## config.mk

```make
export PLATFORM = sky130hd
export DESIGN_NAME = tbwd_gen
export DESIGN_NICKNAME = d
export VERILOG_FILES = /design/src/rtl/tbwd_gen.sv
export SDC_FILE = /design/constraint.sdc
export NUM_CORES = 1
export LEC_CHECK = 0
export BUFFER_PORTS_ARGS = -buffer_cell sky130_fd_sc_hd__buf_2
export CORE_MARGIN = 4
export CORE_UTILIZATION = 50
export CTS_BUF_LIST = sky130_fd_sc_hd__clkbuf_2 sky130_fd_sc_hd__clkbuf_4 sky130_fd_sc_hd__clkbuf_8
export DETAILED_ROUTE_END_ITERATION = 10
export PLACE_DENSITY = 0.7
export SYNTH_ARGS = -nofsm -noshare
export SYNTH_HDL_FRONTEND = slang
export SYNTH_SLANG_ARGS = --single-unit
```

## constraint.sdc

```tcl
create_clock -name clk -period 1.81 [get_ports clk]
set_clock_uncertainty 0.1 [all_clocks]
set_input_delay 0.0905 -clock clk [delete_from_list [all_inputs] [get_ports clk]]
set_output_delay 0.0905 -clock clk [all_outputs]
set_load 0.01 [all_outputs]
```

## src/rtl/tbwd_gen.sv

```systemverilog
module tbwd_gen #(
  parameter int PRE_W  = 8,
  parameter int RATE_W = 3
) (
  input  logic              clk,
  input  logic              rst_n,
  input  logic              tick_en,
  input  logic              tmr_en,
  input  logic              tmr_dis,
  input  logic              tmr_clr,
  input  logic              wdt_en,
  input  logic              wdt_dis,
  input  logic              wdt_clr,
  input  logic              irq_en,
  input  logic              irq_dis,
  input  logic [RATE_W-1:0] rate_sel,
  output logic              irq_n
);
  localparam int NRATE = 1 << RATE_W;
  localparam int CNT_W = PRE_W + NRATE - 1;

  logic [CNT_W-1:0] div_q;
  logic [CNT_W-1:0] per_mask;
  logic [CNT_W-1:0] top_bit;
  logic             tb_out;
  logic             wrap;
  logic             tmr_on, wdt_on, irq_on;
  logic             wdt_flag;
  logic [1:0]       wdt_cnt;

  assign per_mask = {CNT_W{1'b1}} >> rate_sel;
  assign top_bit  = per_mask & ~(per_mask >> 1);
  assign tb_out   = |(div_q & top_bit);
  assign wrap     = tick_en && ((div_q & per_mask) == per_mask);

  assign irq_n = ~(irq_on & ((tmr_on & ~tb_out) | wdt_flag));

  always_ff @(posedge clk or negedge rst_n) begin
    if (!rst_n) begin
      div_q  <= '0;
      tmr_on <= 1'b0;
      wdt_on <= 1'b0;
      irq_on <= 1'b0;
    end else begin
      if (tmr_clr)      div_q <= '0;
      else if (tick_en) div_q <= div_q + 1'b1;

      if (tmr_dis)      tmr_on <= 1'b0;
      else if (tmr_en)  tmr_on <= 1'b1;

      if (wdt_dis)      wdt_on <= 1'b0;
      else if (wdt_en)  wdt_on <= 1'b1;

      if (irq_dis)      irq_on <= 1'b0;
      else if (irq_en)  irq_on <= 1'b1;
    end
  end

  always_ff @(posedge clk or negedge rst_n) begin
    if (!rst_n) begin
      wdt_cnt  <= '0;
      wdt_flag <= 1'b0;
    end else if (wdt_dis || wdt_clr) begin
      wdt_cnt  <= '0;
      wdt_flag <= 1'b0;
    end else begin
      if (wdt_on && wrap && !tmr_clr) begin
        wdt_cnt <= wdt_cnt + 1'b1;
        if (&wdt_cnt) wdt_flag <= 1'b1;
      end
      if (irq_dis) wdt_flag <= 1'b0;
    end
  end
endmodule


```

==> impl_metrics.env, run 1 <==
export IMPL_r2r_start="div_q[3]"
export IMPL_cts_tree="yes"
export IMPL_tightest_slew_ps=479.0
export IMPL_min_period_ps=1913
export IMPL_ys_flop_type="dfrtp_1"
export IMPL_crit_arrival_ps=1720
export IMPL_comb_power_share_pct=12.5
export IMPL_ir_worst_vdd_mv=0.4323
export IMPL_syn_area_per_cell_sq_um=10.03
export IMPL_setup_viol_count_final=1
export IMPL_syn_area_sq_um=1164
export IMPL_drtAntennaViolNets=0
export IMPL_worstPathBufferInverterCount=2
export IMPL_place_gp_congestion=0.7912
export IMPL_period_share_pct=105.7
export IMPL_cts_sinks=21
export IMPL_synth_most_common_cell="nor2_1"
export IMPL_synth_commonest_cells="22 x nor2_1, 21 x dfrtp_1, 9 x nand2_1"
export IMPL_antenna_cells=0
export IMPL_tns_ps=-103.1
export IMPL_clk_path_buf_depth=2
export IMPL_status="finished, violations left"
export IMPL_fin_util_pct=68.67
export IMPL_p_per_area_nw_per_um2=538.9
export IMPL_hp_start="tick_en"
export IMPL_ctsHtreeMaxLevel=1
export IMPL_path_clk_slew_ps=110
export IMPL_nFillCells=176
export IMPL_grt_remaining_overflow=0
export IMPL_layout_drive_gt1_share_pct=30.32
export IMPL_synthArstFlopShare_pct=100.0
export IMPL_drc=0
export IMPL_wl_per_cell_um=13.44
export IMPL_antenna_found_initial=0
export IMPL_die_w_um=56.24
export IMPL_drv_cap=0
export IMPL_power_frac_clock_pct=28.4
export IMPL_cts_root_buf="clkbuf_4"
export IMPL_switching_share_pct=23.15
export IMPL_hold_viol=0
export IMPL_cpPeakStageDelay_ps=440
export IMPL_via_per_inst=5.322
export IMPL_boundaryPins=15
export IMPL_yosysWarningCount=0
export IMPL_rsz0062_at_grt="true"
export IMPL_synth_top_area_share_pct=45.16
export IMPL_dr_pass1_iters=4
export IMPL_path_class="flip-flop to primary output"
export IMPL_setup_ws_ps=-103.1
export IMPL_worstPathCellList="buf_4 -> mux4_2 -> mux2i_1 -> a21o_1 -> nand2_1 -> buf_2"
export IMPL_numCtsBuffers=3
export IMPL_synth_edf_count=0
export IMPL_placed_area_sq_um=1354
export IMPL_start_util_pct=52.60
export IMPL_track_usage_pct=16.54
export IMPL_ys_ff_latch=21
export IMPL_syn_inst=116
export IMPL_coreArea_sq_um=2212
export IMPL_critPathTopFamily="multiplexers"
export IMPL_switching_power_mw=0.1895
export IMPL_cp_start_kind="flip-flop"
export IMPL_crit_slowest_cell="mux4_2"
export IMPL_routed_wl_mm=2.460
export IMPL_row_count=17
export IMPL_cp_end_kind="primary output"
export IMPL_final_area_sq_um=1519
export IMPL_grt_pass1_vias=1010
export IMPL_max_freq_mhz=522.7
export IMPL_clock_latency_ps=290
export IMPL_drt_iter0_markers=26
export IMPL_grt_max_degree=22
export IMPL_r2r_cells=4
export IMPL_area_growth_pct=30.54
export IMPL_fin_nets=172
export IMPL_required_ps=1620
export IMPL_power_total_mw=0.8186
export IMPL_violations="setup timing"
export IMPL_yosys_area_top_type="dfrtp_1"
export IMPL_ys_types=34
export IMPL_synth_nets=132
export IMPL_hold_path_depth=3
export IMPL_io_buffers=14
export IMPL_synth_area_leaders="dfrtp_1 45%, nor2_1 7.1%, mux4_2 3.9%"
export IMPL_die_y_um=56.24
export IMPL_holdPathEnd="div_q[0]"
export IMPL_cp_max_fo=3
export IMPL_worstHoldPathType="primary input to flip-flop"
export IMPL_grt_pass1_wl_mm=4.326
export IMPL_p_int_mw=0.6291
export IMPL_max_slew_margin_pct=68.07
export IMPL_leakage_nw=0.6660
export IMPL_seqPwrFrac_pct=59.1
export IMPL_rr_endpoint="div_q[14]"
export IMPL_hpwl_mm=1.651
export IMPL_fp_dieArea_sq_um=3163
export IMPL_seq_area_frac_synth_pct=45.16
export IMPL_reg2reg_slack_ps=0
export IMPL_via_count=974
export IMPL_slew_viol_final=0
-- worst reg2reg max path: stages, from the launching register on --
cell and delay (ps):
dfrtp_1 430, o2111ai_4 150, or4_4 540, or3_4 400, a21oi_2 130
-- cell families after synthesis --
group | after synthesis | synth area share (%)
fa+ha+maj | 2 | 2.150
simple gates | 52 | 21.51
flops | 21 | 45.16
compound gates | 18 | 13.44
xor+xnor | 9 | 6.774
mux | 7 | 8.279
buf+inv | 7 | 2.688
-- metal layers --
layer / track usage (%) / wire, um / vias to the layer above / share of wire (%)
li1: - / - / 490 / -
met2: 29.38 / 1255 / 19 / 51
met1: 21.25 / 1084 / 461 / 44
met5: 0 / 0 / - / 0
met4: 3.051 / 27 / 0 / 1.1
met3: 2.552 / 93 / 4 / 3.8
-- final cells by class --
| class | instances | area (sq um) | area share, % |
|---|---|---|---|
| clock buffers | 4 | 30.03 | 1.977 |
| inverters | 3 | 11.26 | 0.7413 |
| multi-input cells | 88 | 633.1 | 41.68 |
| flip-flops and latches | 21 | 525.5 | 34.60 |
| well taps | 28 | 35.03 | 2.306 |
| repair buffers | 39 | 284.0 | 18.70 |
-- power groups by stage --
stage          clock (mW)  combinational (mW)  sequential, mW
2_1_floorplan           0              0.0396           0.493
3_3_place_gp            0              0.0816           0.492
3_5_place_dp            0              0.0849           0.493
4_1_cts             0.238               0.102           0.484
5_1_grt             0.269               0.117           0.485
6_report            0.233               0.102           0.484
-- registers in the layout, summed over array words and instances, names as in the netlist --
signal    count
irq_on        1
wdt_flag      1
wdt_on        1
wdt_cnt       2
tmr_on        1
div_q        15
-- layout by cell type, fill, tap and decap left out, drive strengths merged --
master / synthesis / final
a21oi: 5 / 5
nand3: 3 / 3
a2111oi: 1 / 1
or4: 1 / 1
xor2: 4 / 4
buf: 2 / 30
mux2i: 4 / 4
mux4: 2 / 2
nor3: 2 / 2
clkbuf: 2 / 4
a2bb2oi: 1 / 1
and2: 1 / 1
dfrtp: 21 / 21
a2111o: 1 / 1
dlygate4sd3: 0 / 9
o21ai: 5 / 5
inv: 3 / 3
nand2b: 2 / 2
mux2: 1 / 1
nor4: 2 / 2
and4: 1 / 1
a22o: 1 / 1
ha: 2 / 2
nor2b: 1 / 1
a21o: 2 / 2
nand2: 9 / 9
nand4: 3 / 3
xnor2: 5 / 5
and3: 1 / 1
or3: 4 / 4
a31o: 1 / 1
o2111ai: 1 / 1
nor2: 22 / 22
-- what timing repair did --
item	CTS	global route
buffers inserted	0	2
endpoints found under the setup margin	2	6
pin swaps	1	9
hold buffers	9	0
gates resized for setup	2	6
endpoints found under the hold margin	27	0
-- through the flow --
step	setup slack, ps	instances	hold WS [ps]
floorplan	26.05	116	-305.1
global placement	71.62	168	-29.79
detailed placement	25.87	168	-26.49
CTS	-124.0	181	77.16
global route	-196.4	183	80.17
finish	-103.1	183	75.17
-- worst max path at each step --
stage	start	end	slack (ps)	cells after the start
2_1_floorplan	div_q[0]	div_q[14]	30	5
3_3_place_gp	div_q[0]	div_q[14]	70	5
3_5_place_dp	div_q[0]	div_q[14]	30	5
4_1_cts	div_q[13]	irq_n	-120	6
5_1_grt	div_q[14]	irq_n	-200	6
6_report	div_q[14]	irq_n	-100	6
(Power assumes the default switching activity.)
==> inputs of run 2 (changes only) <==
Settings changed: PLACE_DENSITY 0.7 to 0.73.
==> run 2 against run 1 <==
The flow still finishes with violations (setup timing). Cell area decreased by 1.9%. Utilization decreased by 1.3 points. Worst hold slack got worse by 29 ps. Non-clock buffer count decreased by 3. Routed wire length increased by 1.7%. Global-route usage increased by 0.81 points. Sequential cell count unchanged.
==> impl_metrics.env, run 2 (synthesized netlist as in run 1, its figures left out) <==
export IMPL_boundaryPins=15
export IMPL_required_ps=1620
export IMPL_cp_endpoint="irq_n"
export IMPL_clk_path_buf_depth=2
export IMPL_p_per_area_nw_per_um2=555.3
export IMPL_violations="setup timing"
export IMPL_setup_ws_ps=-135.6
export IMPL_path_class="flip-flop to primary output"
export IMPL_antenna_cells=0
export IMPL_leakage_nw=0.6504
export IMPL_comb_power_share_pct=12.4
export IMPL_antenna_found_initial=0
export IMPL_cp_start_kind="flip-flop"
export IMPL_area_growth_pct=28.06
export IMPL_drtAntennaViolNets=0
export IMPL_power_frac_clock_pct=29.2
export IMPL_grt_remaining_overflow=0
export IMPL_dr_pass1_iters=4
export IMPL_tightest_slew_ps=480.8
export IMPL_period_share_pct=107.5
export IMPL_drt_iter0_markers=36
export IMPL_largest_reg_flops=15
export IMPL_cts_tree="yes"
export IMPL_status="finished, violations left"
export IMPL_cts_root_buf="clkbuf_4"
export IMPL_place_gp_congestion=0.7969
export IMPL_path_clk_slew_ps=120
export IMPL_ir_worst_vdd_mv=0.4132
export IMPL_r2r_cells=6
export IMPL_largest_register="div_q"
export IMPL_crit_arrival_ps=1760
export IMPL_min_period_ps=1946
export IMPL_final_common_cell="nor2_1"
export IMPL_drv_cap=0
export IMPL_grt_pass1_vias=1018
export IMPL_seqPwrFrac_pct=58.4
export IMPL_coreArea_sq_um=2212
export IMPL_die_w_um=56.24
export IMPL_nFillCells=178
export IMPL_fin_nets=169
export IMPL_grt_pass1_wl_mm=4.436
export IMPL_cts_setup_buffers=0
export IMPL_numCtsBuffers=3
export IMPL_rr_endpoint="div_q[14]"
export IMPL_max_freq_mhz=514.0
export IMPL_r2r_start="div_q[0]"
export IMPL_layout_drive_gt1_share_pct=29.61
export IMPL_fp_dieArea_sq_um=3163
export IMPL_via_per_inst=5.550
export IMPL_ctsHtreeMaxLevel=1
export IMPL_p_int_mw=0.6289
export IMPL_io_buffers=14
export IMPL_reg2reg_slack_ps=-40
export IMPL_start_util_pct=52.60
export IMPL_hpwl_mm=1.777
export IMPL_wl_per_cell_um=13.89
export IMPL_place_ws_ps=32.74
export IMPL_slew_viol_final=0
export IMPL_worstHoldPathType="primary input to flip-flop"
export IMPL_setup_viol_count_final=2
export IMPL_drc=0
export IMPL_switching_power_mw=0.1987
export IMPL_switching_share_pct=24.00
export IMPL_final_cell_mix="22 x nor2_1, 21 x dfrtp_1, 14 x buf_2"
export IMPL_biggestRegsByFlops="div_q (15), wdt_cnt (2)"
export IMPL_die_y_um=56.24
export IMPL_row_count=17
export IMPL_grt_max_degree=22
export IMPL_cp_max_fo=4
export IMPL_routed_wl_mm=2.501
export IMPL_final_area_sq_um=1490
export IMPL_cts_sinks=21
export IMPL_startpoint="div_q[13]"
export IMPL_cp_end_kind="primary output"
export IMPL_rsz0062_at_grt="true"
export IMPL_max_slew_margin_pct=67.94
export IMPL_placed_area_sq_um=1346
export IMPL_worst_hold_slack_ps=45.80
export IMPL_hold_viol=0
export IMPL_track_usage_pct=17.34
export IMPL_clock_latency_ps=310
export IMPL_tns_ps=-178.2
export IMPL_via_count=999
==> run 2: cell count changes in the layout (fill, tap and decap cells not counted) <==
cell / previous run / this run
inv_2: 0 / 1
inv_1: 3 / 2
nand3_4: 1 / 0
buf_4: 15 / 12
and4_4: 1 / 0
and4_1: 0 / 1
nand3_2: 0 / 1
a21oi_2: 1 / 2
a21oi_1: 4 / 3
==> run 2: layer usage <==
metal / wire length [um] / global-route usage (%) / part of all wire (%) / vias up
met3: 91 / 2.784 / 3.6 / 7
met5: 0 / 0 / 0 / -
met1: 1115 / 22.11 / 45 / 491
li1: - / - / - / 481
met2: 1249 / 29.05 / 50 / 20
met4: 45 / 7.119 / 1.8 / 0
==> run 2: per-stage QoR <==
step	util [%]	power (mW)	std cells
floorplan	-	0.5331	116
global placement	60.86	0.5731	167
detailed placement	60.86	0.5764	167
CTS	66.80	0.8336	180
global route	67.36	0.8710	180
finish	67.36	0.8276	180
==> run 2: worst min-delay path by stage <==
stage	start	to	slack, ps	cells past startpoint
2_1_floorplan	rst_n	div_q[0]	-310	0
3_3_place_gp	rst_n	div_q[10]	-30	1
3_5_place_dp	rst_n	div_q[10]	-30	1
4_1_cts	tick_en	div_q[0]	40	3
5_1_grt	tick_en	div_q[0]	40	3
6_report	tick_en	div_q[0]	50	3
==> run 2: layout make-up <==
class / instances / area (sq um) / share of cell area, %
multi-input cells: 88 / 626.9 / 42.07
flip-flops and latches: 21 / 525.5 / 35.26
repair buffers: 36 / 261.5 / 17.55
well taps: 28 / 35.03 / 2.351
clock buffers: 4 / 30.03 / 2.015
inverters: 3 / 11.26 / 0.7557
==> run 2: critical path, stage by stage (launching register included) <==
cell and delay [ps]:
dfrtp_1 410, buf_6 120, mux4_2 460, mux2i_1 160
a21o_1 130, nand2_1 40, buf_2 130
==> run 2: power groups by stage <==
| stage | sequential, mW | clock [mW] | combinational [mW] |
|---|---|---|---|
| floorplan | 0.493 | 0 | 0.0396 |
| global placement | 0.492 | 0 | 0.0811 |
| detailed placement | 0.493 | 0 | 0.0838 |
| CTS | 0.484 | 0.249 | 0.101 |
| global route | 0.485 | 0.272 | 0.114 |
| finish | 0.484 | 0.242 | 0.102 |
==> run 2: what timing repair did <==
action,4_1_cts,5_1_grt
hold buffers,9,0
gates cloned,0,0
hold endpoints to repair,30,0
pin swaps,5,5
endpoints found under the setup margin,2,5
resized for setup,3,5
==> inputs of run 3 (changes only) <==
Settings changed: CORE_UTILIZATION 50 to 53, CTS_BUF_LIST sky130_fd_sc_hd__clkbuf_2 sky130_fd_sc_hd__clkbuf_4 sky130_fd_sc_hd__clkbuf_8 to sky130_fd_sc_hd__clkbuf_2, PLACE_DENSITY 0.73 to 0.77.
==> run 3 against run 2 <==
The run still ends with setup timing left. Sequential cell count unchanged. Worst setup slack got worse by 83 ps. Highest routed layer unchanged. Utilization increased by 11 points. Cell area up 6.0%. Sequential share of layout area down 2.0 points.
==> impl_metrics.env, run 3 (synthesized netlist as in run 1, its figures left out) <==
export IMPL_status="finished, violations left"
export IMPL_violations="setup timing"
export IMPL_fin_nets=178
export IMPL_tightest_slew_ps=475.8
export IMPL_place_gp_congestion=0.7644
export IMPL_grt_pass1_wl_mm=4.381
export IMPL_area_growth_pct=35.70
export IMPL_min_period_ps=2029
export IMPL_start_util_pct=57.55
export IMPL_track_usage_pct=21.05
export IMPL_slew_viol_final=0
export IMPL_cp_start_kind="flip-flop"
export IMPL_cts_sinks=21
export IMPL_setup_ws_ps=-219.0
export IMPL_required_ps=1620
export IMPL_power_frac_clock_pct=25.2
export IMPL_rsz0062_at_grt="true"
export IMPL_leakage_nw=0.6977
export IMPL_largest_reg_flops=15
export IMPL_row_count=16
export IMPL_crit_arrival_ps=1840
export IMPL_path_clk_slew_ps=200
export IMPL_switching_power_mw=0.2049
export IMPL_antenna_found_initial=0
export IMPL_io_buffers=14
export IMPL_final_area_sq_um=1579
export IMPL_fin_util_pct=78.09
export IMPL_drt_iter0_markers=14
export IMPL_dr_pass1_iters=4
export IMPL_numCtsBuffers=3
export IMPL_coreArea_sq_um=2022
export IMPL_period_share_pct=112.1
export IMPL_hold_viol=0
export IMPL_drtAntennaViolNets=0
export IMPL_largest_register="div_q"
export IMPL_switching_share_pct=25.70
export IMPL_setup_viol_count_final=4
export IMPL_power_total_mw=0.7972
export IMPL_fp_dieArea_sq_um=3009
export IMPL_clk_path_buf_depth=2
export IMPL_placed_area_sq_um=1360
export IMPL_path_class="flip-flop to primary output"
export IMPL_max_freq_mhz=492.9
export IMPL_biggestRegsByFlops="div_q (15), wdt_cnt (2)"
export IMPL_max_slew_margin_pct=68.28
export IMPL_ctsHtreeMaxLevel=1
export IMPL_via_per_inst=5.569
export IMPL_hpwl_mm=1.847
export IMPL_drc=0
export IMPL_nFillCells=121
export IMPL_multi_input_area_sq_um=653.1
export IMPL_comb_power_share_pct=14.0
export IMPL_die_w_um=54.86
export IMPL_die_y_um=54.86
export IMPL_p_per_area_nw_per_um2=504.8
export IMPL_wl_per_cell_um=15.71
export IMPL_seqCellArea_sq_um=525.5
export IMPL_cp_max_fo=2
export IMPL_boundaryPins=15
export IMPL_routed_wl_mm=2.954
export IMPL_grt_max_degree=22
export IMPL_antenna_cells=0
export IMPL_worstHoldPathType="primary input to flip-flop"
export IMPL_clock_latency_ps=320
export IMPL_grt_pass1_vias=1082
export IMPL_drv_cap=0
export IMPL_seqPwrFrac_pct=60.8
export IMPL_grt_remaining_overflow=0
export IMPL_cp_end_kind="primary output"
export IMPL_ir_worst_vdd_mv=0.4111
export IMPL_final_cell_mix="22 x nor2_1, 21 x dfrtp_1, 19 x buf_4"
export IMPL_via_count=1047
export IMPL_cts_tree="yes"
export IMPL_final_common_cell="nor2_1"
export IMPL_cts_root_buf="clkbuf_2"
export IMPL_layout_drive_gt1_share_pct=34.78
export IMPL_p_int_mw=0.5923
run 3: per-layer routing:
metal,GRT usage (%),wire length [um],up-vias
met1,21.73,1217,511
met4,8.714,63,0
met3,2.725,86,10
li1,-,-,501
met5,0,0,-
met2,41.34,1587,25
run 3: final cells by class:
class / count / area share, %
Sequential cell: 21 / 33.28
Tap cell: 27 / 2.139
Clock buffer: 4 / 1.268
Multi-Input combinational cell: 88 / 41.36
Inverter: 3 / 0.7132
Timing Repair Buffer: 45 / 21.24
run 3: stage by stage:
| step | cells | TNS (ps) | hold WS, ps | setup slack [ps] |
|---|---|---|---|---|
| 6_report | 188 | -298.1 | 37.37 | -219.0 |
| 5_1_grt | 188 | -615.6 | 28.10 | -276.4 |
| 4_1_cts | 186 | -221.3 | 22.19 | -216.1 |
| 3_5_place_dp | 168 | -24.40 | -29.22 | -14.37 |
| 3_3_place_gp | 168 | 0 | -31.56 | 45.95 |
| 2_1_floorplan | 116 | 0 | -305.1 | 26.05 |
run 3: worst max-delay path, stage by stage, from the launching register on:
cell     delay, ps
dfrtp_1        430
buf_6          120
mux4_2         460
mux2i_1        170
a21o_1         140
nand2_1         60
buf_2          140
run 3: timing repair:
item,in CTS,in global routing
resized for setup,6,8
endpoints found under the hold margin,29,0
endpoints found under the setup margin,5,6
pin swaps,7,3
hold buffers,10,0
buffers inserted,4,2
run 3: final timing paths:
kind                                from  slack, ps         to  depth (start not counted)
worst max-delay path            div_q[7]       -220      irq_n                          6
worst min-delay path             tick_en         40   div_q[1]                          3
worst max register to register  div_q[8]        -60  div_q[14]                          4
worst min register to register  wdt_flag        440   wdt_flag                          1
max in group asynchronous          rst_n       1160  div_q[13]                          2
min in group asynchronous          rst_n        120     tmr_on                          2
run 3: power groups by stage:
stage               Combinational, mW  Clock, mW  Sequential, mW
finish                          0.112      0.201           0.485
global route                    0.124      0.232           0.486
CTS                             0.107      0.207           0.485
detailed placement             0.0848          0           0.493
global placement               0.0816          0           0.492
floorplan                      0.0396          0           0.493
